<file path="src/rtl/fbc_pkg.sv">
package fbc_pkg;

    localparam int ADDR_W      = 5;
    localparam int DATA_W      = 8;
    localparam int WIN_BYTES   = 1 << ADDR_W;
    localparam int CTRL_OFF    = 16;
    localparam int STAT_OFF    = CTRL_OFF + 1;
    localparam int STORE_FIRST = CTRL_OFF + 2;
    localparam int STORE_CNT   = WIN_BYTES - STORE_FIRST;
    localparam int STORE_IDX_W = $clog2(STORE_CNT);
    localparam int IRQ_EN_BIT  = 7;
    localparam int PEND_BIT    = 7;
    localparam logic [DATA_W-1:0] STAT_ID = 8'h61;

    typedef enum logic [1:0] {
        TGT_NONE,
        TGT_CTRL,
        TGT_STAT,
        TGT_STORE
    } tgt_e;

    typedef struct packed {
        tgt_e                   tgt;
        logic [STORE_IDX_W-1:0] idx;
    } dec_t;

    function automatic dec_t decode_addr(input logic [ADDR_W-1:0] a);
        dec_t d;
        logic [ADDR_W-1:0] rel;
        rel   = a - ADDR_W'(STORE_FIRST);
        d.tgt = TGT_NONE;
        d.idx = rel[STORE_IDX_W-1:0];
        if (a == ADDR_W'(CTRL_OFF))
            d.tgt = TGT_CTRL;
        else if (a == ADDR_W'(STAT_OFF))
            d.tgt = TGT_STAT;
        else if (a >= ADDR_W'(STORE_FIRST))
            d.tgt = TGT_STORE;
        return d;
    endfunction

endpackage

</file>
<file path="src/rtl/fbc_decode.sv">
module fbc_decode
    import fbc_pkg::*;
(
    input  logic              acc_en,
    input  logic              acc_we,
    input  logic [ADDR_W-1:0] acc_addr,
    output dec_t              dec,
    output logic              wr_ctrl,
    output logic              wr_stat,
    output logic              wr_store,
    output logic              rd_req
);
    always_comb begin
        dec      = decode_addr(acc_addr);
        wr_ctrl  = acc_en && acc_we && (dec.tgt == TGT_CTRL);
        wr_stat  = acc_en && acc_we && (dec.tgt == TGT_STAT);
        wr_store = acc_en && acc_we && (dec.tgt == TGT_STORE);
        rd_req   = acc_en && !acc_we;
    end
endmodule

</file>
<file path="src/rtl/fbc_irq_ctl.sv">
module fbc_irq_ctl (
    input  logic clk,
    input  logic rst,
    input  logic vsync_evt,
    input  logic irq_en,
    input  logic ack,
    output logic pend
);
    logic set_now;

    assign set_now = vsync_evt && irq_en;

    // set has priority over the acknowledge
    always_ff @(posedge clk) begin
        if (rst)
            pend <= 1'b0;
        else if (set_now)
            pend <= 1'b1;
        else if (ack)
            pend <= 1'b0;
    end
endmodule

</file>
<file path="src/rtl/fbc_store_bank.sv">
module fbc_store_bank #(
    parameter int COUNT = 14,
    parameter int IDX_W = 4,
    parameter int DW    = 8
) (
    input  logic             clk,
    input  logic             rst,
    input  logic             wr_en,
    input  logic [IDX_W-1:0] idx,
    input  logic [DW-1:0]    wdata,
    output logic [DW-1:0]    rd_data
);
    logic [DW-1:0] mem [COUNT];

    for (genvar i = 0; i < COUNT; i++) begin : g_byte
        always_ff @(posedge clk) begin
            if (rst)
                mem[i] <= '0;
            else if (wr_en && (idx == IDX_W'(i)))
                mem[i] <= wdata;
        end
    end

    always_comb begin
        rd_data = '0;
        for (int i = 0; i < COUNT; i++) begin
            if (idx == IDX_W'(i))
                rd_data = mem[i];
        end
    end
endmodule

</file>
<file path="src/rtl/fbc_regwin.sv">
module fbc_regwin
    import fbc_pkg::*;
(
    input  logic              clk,
    input  logic              rst,
    input  logic              acc_en,
    input  logic              acc_we,
    input  logic [ADDR_W-1:0] acc_addr,
    input  logic [DATA_W-1:0] acc_wdata,
    input  logic              vsync_evt,
    output logic [DATA_W-1:0] rdata,
    output logic              rd_vld,
    output logic              irq
);
    dec_t              dec;
    logic              wr_ctrl, wr_stat, wr_store, rd_req;
    logic [DATA_W-1:0] ctrl_q;
    logic              pend;
    logic [DATA_W-1:0] store_rd;
    logic [DATA_W-1:0] rd_next;

    fbc_decode u_dec (
        .acc_en   (acc_en),
        .acc_we   (acc_we),
        .acc_addr (acc_addr),
        .dec      (dec),
        .wr_ctrl  (wr_ctrl),
        .wr_stat  (wr_stat),
        .wr_store (wr_store),
        .rd_req   (rd_req)
    );

    always_ff @(posedge clk) begin
        if (rst)
            ctrl_q <= '0;
        else if (wr_ctrl)
            ctrl_q <= acc_wdata;
    end

    fbc_irq_ctl u_irq (
        .clk       (clk),
        .rst       (rst),
        .vsync_evt (vsync_evt),
        .irq_en    (ctrl_q[IRQ_EN_BIT]),
        .ack       (wr_stat),
        .pend      (pend)
    );

    fbc_store_bank #(
        .COUNT (STORE_CNT),
        .IDX_W (STORE_IDX_W),
        .DW    (DATA_W)
    ) u_store (
        .clk     (clk),
        .rst     (rst),
        .wr_en   (wr_store),
        .idx     (dec.idx),
        .wdata   (acc_wdata),
        .rd_data (store_rd)
    );

    always_comb begin
        unique case (dec.tgt)
            TGT_CTRL:  rd_next = ctrl_q;
            TGT_STAT:  rd_next = STAT_ID | (DATA_W'(pend) << PEND_BIT);
            TGT_STORE: rd_next = store_rd;
            default:   rd_next = '0;
        endcase
    end

    always_ff @(posedge clk) begin
        if (rst) begin
            rdata  <= '0;
            rd_vld <= 1'b0;
        end else begin
            rd_vld <= rd_req;
            rdata  <= rd_req ? rd_next : '0;
        end
    end

    assign irq = pend;
endmodule

</file>
<file path="config.mk">
export PLATFORM = sky130hd
export DESIGN_NAME = fbc_regwin
export DESIGN_NICKNAME = d
export VERILOG_FILES = /design/src/rtl/fbc_pkg.sv /design/src/rtl/fbc_decode.sv /design/src/rtl/fbc_irq_ctl.sv /design/src/rtl/fbc_store_bank.sv /design/src/rtl/fbc_regwin.sv
export SDC_FILE = /design/constraint.sdc
export NUM_CORES = 1
export LEC_CHECK = 0
export ABC_AREA = 1
export BUFFER_PORTS_ARGS = -buffer_cell sky130_fd_sc_hd__buf_2
export CAP_MARGIN = 20
export CORE_ASPECT_RATIO = 2
export CORE_MARGIN = 10
export CORE_UTILIZATION = 55
export DETAILED_ROUTE_END_ITERATION = 10
export HOLD_SLACK_MARGIN = 0.06
export PLACE_DENSITY_LB_ADDON = 0.15
export SLEW_MARGIN = 20
export SYNTH_ARGS = -nofsm -noshare
export SYNTH_HDL_FRONTEND = slang
export SYNTH_SLANG_ARGS = --single-unit
</file>
<file path="constraint.sdc">
create_clock -name clk -period 2.41 [get_ports clk]
set_input_delay 0.241 -clock clk [delete_from_list [all_inputs] [get_ports clk]]
set_output_delay 0.241 -clock clk [all_outputs]
set_load 0.005 [all_outputs]
</file>
Word level (Yosys, flattened, before mapping)
Memory sizes are Yosys's and may differ from the RTL's.
Index checks and enable logic that the tools add are counted.
{ "word_totals": {"reg_bits": 18, "mem_bits_rw": 112, "in_bits": 18, "out_inout_bits": 10, "elab_cells": 142, "mem_count": 1} }
{ "mem_list": {"columns": ["name", "words", "word_bits", "rd", "rd_clocked_by_memory_dff", "write_ports", "line", "rtl"], "rows": [
  ["u_store.mem", 14, 8, 14, 0, 14, "fbc_store_bank.sv:13", "logic [DW-1:0] mem [COUNT];"]
]} }
{ "classes": {"n_addsub": 1, "order_cmp": 1, "n_eq_ne": 18, "muxes": 78, "bitwise": 15, "reduce_logical": 24} }
{ "ops": {"columns": ["cell", "count"], "rows": [
  ["8-bit two-way mux", 28],
  ["1-bit two-way mux", 46],
  ["4-bit == test, second input constant", 6],
  ["8-bit case mux with 3 select lines", 1],
  ["1-bit logical AND", 20],
  ["4-bit by 3-bit == test with 1-bit output, second input constant", 4],
  ["1-bit bitwise OR", 14],
  ["5-bit == test, second input constant", 2],
  ["4-bit by 2-bit == test with 1-bit output, second input constant", 2],
  ["2-bit two-way mux", 3],
  ["5-bit greater-or-equal comparator, second input constant", 1],
  ["2-bit == test, second input constant", 2],
  ["4-bit by 1-bit == test with 1-bit output, second input constant", 1],
  ["4-bit zero test", 1],
  ["4-bit by 2-bit subtractor with 4-bit output, second input constant", 1],
  ["2-bit by 1-bit == test with 1-bit output, second input constant", 1],
  ["2-bit nonzero test", 1],
  ["2-bit OR reduction", 1],
  ["1-bit zero test", 1],
  ["1-bit inverter", 1]
]} }

Longest topological paths before layout
{ "depth": {"word_depth": 17, "ltp_mapped": 16, "ltp_nobuf": 16} }

Modules after synthesis
Synthesis repeated with hierarchy kept, for this count alone.
{ "hier_totals": {"hier_cells": 626, "hier_area_um2": 5935.7} }
{ "modules_own_cells": {"columns": ["mod", "n_inst", "cells_per_inst", "area_each_um2", "seq_area_each_um2"], "rows": [
  ["fbc_store_bank", 1, 515, 5146.2, 3363.2],
  ["fbc_regwin", 1, 78, 604.3, 340.3],
  ["fbc_decode", 1, 28, 145.1, 0.0],
  ["fbc_irq_ctl", 1, 5, 40.0, 20.0]
]} }

Worst setup path after synthesis
OpenSTA, ideal clock, no wires.
{ "synth_path": {"path_type": "input to register", "startpoint": "input port acc_addr[0]", "endpoint": "memory u_store.mem[2][0], in the netlist u_store.mem[0][16] (enable)", "setup_ps": 384, "t_arrival_ps": 1921, "t_required_ps": 2026, "path_slack_ps": 105, "cell_stages": 9, "n_path_buf": 2, "cell_sequence": "buf_2 nor2_1 inv_2 nor2_2 o211ai_4 nor2_4 buf_2 inv_2 o21ai_0"} }
{ "synth_lines": {"columns": ["element", "line", "rtl"], "rows": [
  ["start, declared", "fbc_regwin.sv:8", "input logic [ADDR_W-1:0] acc_addr,"],
  ["end, declared", "fbc_store_bank.sv:13", null]
]} }

Worst setup path after layout
{ "layout_path": {"startpoint": "input port acc_addr[1]", "endpoint": "register rdata[1]"} }
{ "layout_via": {"elab_chain_cells": 17, "word_cells_on_any_way": 39, "classes_between": "1 x add/sub; 1 x order compare; 18 x eq/ne; 18 x mux; 1 x reduce/logical"} }
{ "layout_rtl": {"columns": ["element", "line", "rtl"], "rows": [
  ["4-bit by 2-bit subtractor with 4-bit output", "fbc_pkg.sv:30", "rel = a - ADDR_W'(STORE_FIRST);"],
  ["4-bit zero test", "fbc_store_bank.sv:27", "if (idx == IDX_W'(i))"],
  ["8-bit two-way mux (14 in a row)", "fbc_store_bank.sv:27", null],
  ["8-bit case mux with 3 select lines (*)", "fbc_regwin.sv:63", "unique case (dec.tgt)"],
  ["end signal, assigned", "fbc_regwin.sv:77", "rdata <= rd_req ? rd_next : '0;"],
  ["end, declared", "fbc_regwin.sv:11", "output logic [DATA_W-1:0] rdata,"]
]} }
Every way passes the cells marked *; elsewhere a longest branch is shown, timed or not.
A chain may end at the register's enable or synchronous reset.

==> results.md <==
* Fin Hold WS at 0.0715 ns
* Worst hold path stage count at 3
* WP data required at about 2.7 ns
* DP HPWL at 12.7 mm
* Detailed router's first-iteration violation count at 326
* Die Y-Extent at ~170 um
* Global route total overflow at 0
* Kind of start point of the critical path: primary input
* Antenna Diode Count at 0
* Max Clk Rate at 469 MHz
* Most common cell in the netlist: nor2_1
* Mapped Area at 6000 um^2
* P&R area growth vs syn at 18.6%
* Die ar. at around 16000 um^2
* Sum of buffers and inverters on the critical path at 3
* Synth Area in Simple Gates at 0.285
* Share of synthesized area spent on multiplexers at 0
* Top_reg_cell synth: edfxtp_1
* Post-synthesis average cell area at between 9 and 10 um^2
* Total GRT Usage at 0.228
* Worst reg-to-reg path cell count at 10
* CP Class: in -> reg
* # rows at 53
* Post-synth EDFFs at 112
* Worst rel slew slack at 0.453
* Worst hold-check path type: in -> reg
* Worst vdd ir at 0.547 mV
* RSZ-0062 raised after global routing: false
* Clock skew at 0.00607 ns
* Final setup fails at 0
* Die W at 93.8 um
* #FFs+latches synth at 130
* TritonCTS buffer count at 17
* Largest family of logic cells by synthesized area: simple AND/OR/NAND/NOR gates
* Leakage at between 2 and 3 nW
* Post-synthesis sequential area ratio at 0.621
* Min-delay src: acc_en
* CP Max Fanout at 7
* Pre-CTS WS at -0.0659 ns
* Synth Area in Compound Gates at 0.0457
* Slew Limit Fails at 0
* Initial antenna violation count at 0
* Share of cells above drive strength 1 at 0.196
* Ys async rst share at 0
* Worst reg2reg startpoint: u_store.mem[0][19]$_SDFFCE_PN0P_
* Number of synthesis warnings at 0
* Setup slack, reg-to-reg at just over 0.6 ns
* Critical Path Sink Type: register
* Critical path cell sequence: buf_2 > inv_2 > ha_1 > inv_1 > nor2_4 > nand2_1 > nor2_1 > nor2_1 > nand4_1 > nand2_1 > nand3_1 > nand2_1 > nand4_1 > nand2_1 > a21oi_1
* Wirelength per Cell at roughly 21 um
* First-pass GRT wire length at 26.3 mm
* Largest net degree at the start of global routing at 28
* Core area at 10600 um^2
* Post-CTS Resized at 0
* Slowest cell on the critical path: ha_1
* Post-synth top cells: 152 x nor2_1, 122 x nand2_1, 112 x edfxtp_1, 45 x inv_1, 33 x a21oi_1
* Synth Net Count at 626
* Total power at 0.00564 W
* Routability cong. at 0.896
* Worst-Skew Late Latency at around 0.42 ns
* Fin nets at 691
* Final worst path period need at 2.13 ns
* CP peak stage delay at 0.36 ns
* Top cells by area, synth: edfxtp_1 56%, nor2_1 9.5%, nand2_1 7.6%
* DR pass1 iterations at 5
* Deepest clock path buffer count at 2
* Max-cap viol count at 0
* Status: finished clean
* Vias in the first global route at 4792
* Cell repeated most along the worst path: nand2_1
* Total number of H-tree levels at 4
* CP delay by family, top: simple AND/OR/NAND/NOR gates
* FF-to-FF End: rdata[3]$_SDFF_PP0_
* Post-Synth XOR/XNOR Area at 0
* Setup WS post-layout at ~0.28 ns
* Crit path DAT at 2.43 ns
* Vias/cell at 5.61
* Drt total wl at 17.3 mm
* Worst path depth at 15
* CTS sink count at 130
* Post-route ant nets at 0
* WHS Endpoint: rd_vld$_SDFF_PP0_
* Placed insts at 788
* # port buffers at 27
* Worst slew pin tran at around 0.82 ns
* Period utilization at 0.884
* Initial Util at 0.565
* Pwr Density at 793 nW/um^2
* Clock transition at the registers of the reported paths at approximately 0.06 ns
* CTS tree: built
* Hold Fails Final Rpt at 0
* # IOs at 28
* Drt drc at 0
* Post-synthesis cell type count at 27
* Vias at 4609
* Fin cells at 821
* Root buffer cell: clkbuf_16
* Syn Inst Count at 607
* Adder-cell share of the synthesized area at 0.00209
* Yosys top cell area share at 0.561
* Synth area leader: edfxtp_1
tightest hold or removal path, stage by stage:
cell    delay [ns]
buf_2         0.11
inv_1         0.05
nor3_1        0.04
sequential cells by signal, indices dropped and copies added (netlist names):
register / cells
ctrl_q: 8
rd_vld: 1
rdata: 8
u_irq.pend: 1
u_store.mem: 112
through the flow:
step                utilization  setup TNS (ns)  cell area (um^2)
floorplan                     -               0              6000
global placement          0.613         -0.0794              6510
detailed placement        0.613          -0.103              6510
CTS                       0.671               0              7120
global route              0.671               0              7120
finish                    0.671               0              7120
where the power goes:
group / leakage [nW] / internal [W] / switching (W) / total, W
registers: 1.21 / 0.00255 / 0.0000411 / 0.00259
clock network: 0.292 / 0.00163 / 0.000952 / 0.00258
logic: 1.30 / 0.000130 / 0.000345 / 0.000474
final cells by class:
type / count / area [um^2]
fill: 870 / 3490
inverter: 52 / 195
clock inverter: 12 / 158
multi-input combinational: 407 / 1990
timing repair buffer: 64 / 443
clock buffer: 19 / 433
tap: 137 / 171
sequential: 130 / 3720
how the worst max path moves through the flow:
stage	slack [ns]	end	startpoint
global placement	-0.06	rdata[6]$_SDFF_PP0_	acc_addr[1]
CTS	0.35	rdata[1]$_SDFF_PP0_	acc_addr[1]
floorplan	0.10	u_store.mem[0][16]$_SDFFCE_PN0P_	acc_addr[0]
detailed placement	-0.07	rdata[6]$_SDFF_PP0_	acc_addr[1]
finish	0.28	rdata[1]$_SDFF_PP0_	acc_addr[1]
global route	0.20	rdata[1]$_SDFF_PP0_	acc_addr[1]
repair_timing:
item / CTS / global route
buffers inserted: 0 / 0
endpoints found under the hold margin: 2 / 0
hold buffers: 2 / 0
logic make-up (layout without fill, tap and decap cells):
kind of cell             after synthesis  count (layout)
AND/OR/NAND/NOR                      355             355
flip-flops                           130             130
buffers and inverters                 70             147
AO/OA/AOI/OAI                         51              51
adder cells (fa/ha/maj)                1               1
routing by layer:
layer / share of wire / global-route usage
met1: 0.32 / 0.207
met2: 0.55 / 0.414
met3: 0.045 / 0.0452
met4: 0.079 / 0.185
met5: 0 / 0
cells in the final DEF, fill, tap and decap left out, types with 2 or more instances in the layout:
cell,instances
inv_6,2
nand2_1,122
nor2_4,11
clkbuf_1,2
nor3_1,9
dfxtp_1,18
clkinv_2,3
buf_4,33
buf_12,2
clkbuf_16,17
o21ai_0,16
dlygate4sd3_1,2
clkinv_4,4
a21oi_1,33
nand3_1,19
buf_2,27
nand3_4,12
nor2_2,5
nor2_1,152
inv_1,45
or2_2,2
bufinv_16,3
edfxtp_1,112
inv_2,6
nand4_1,16
nand2_2,4
Power figures use the tool's default switching activity.
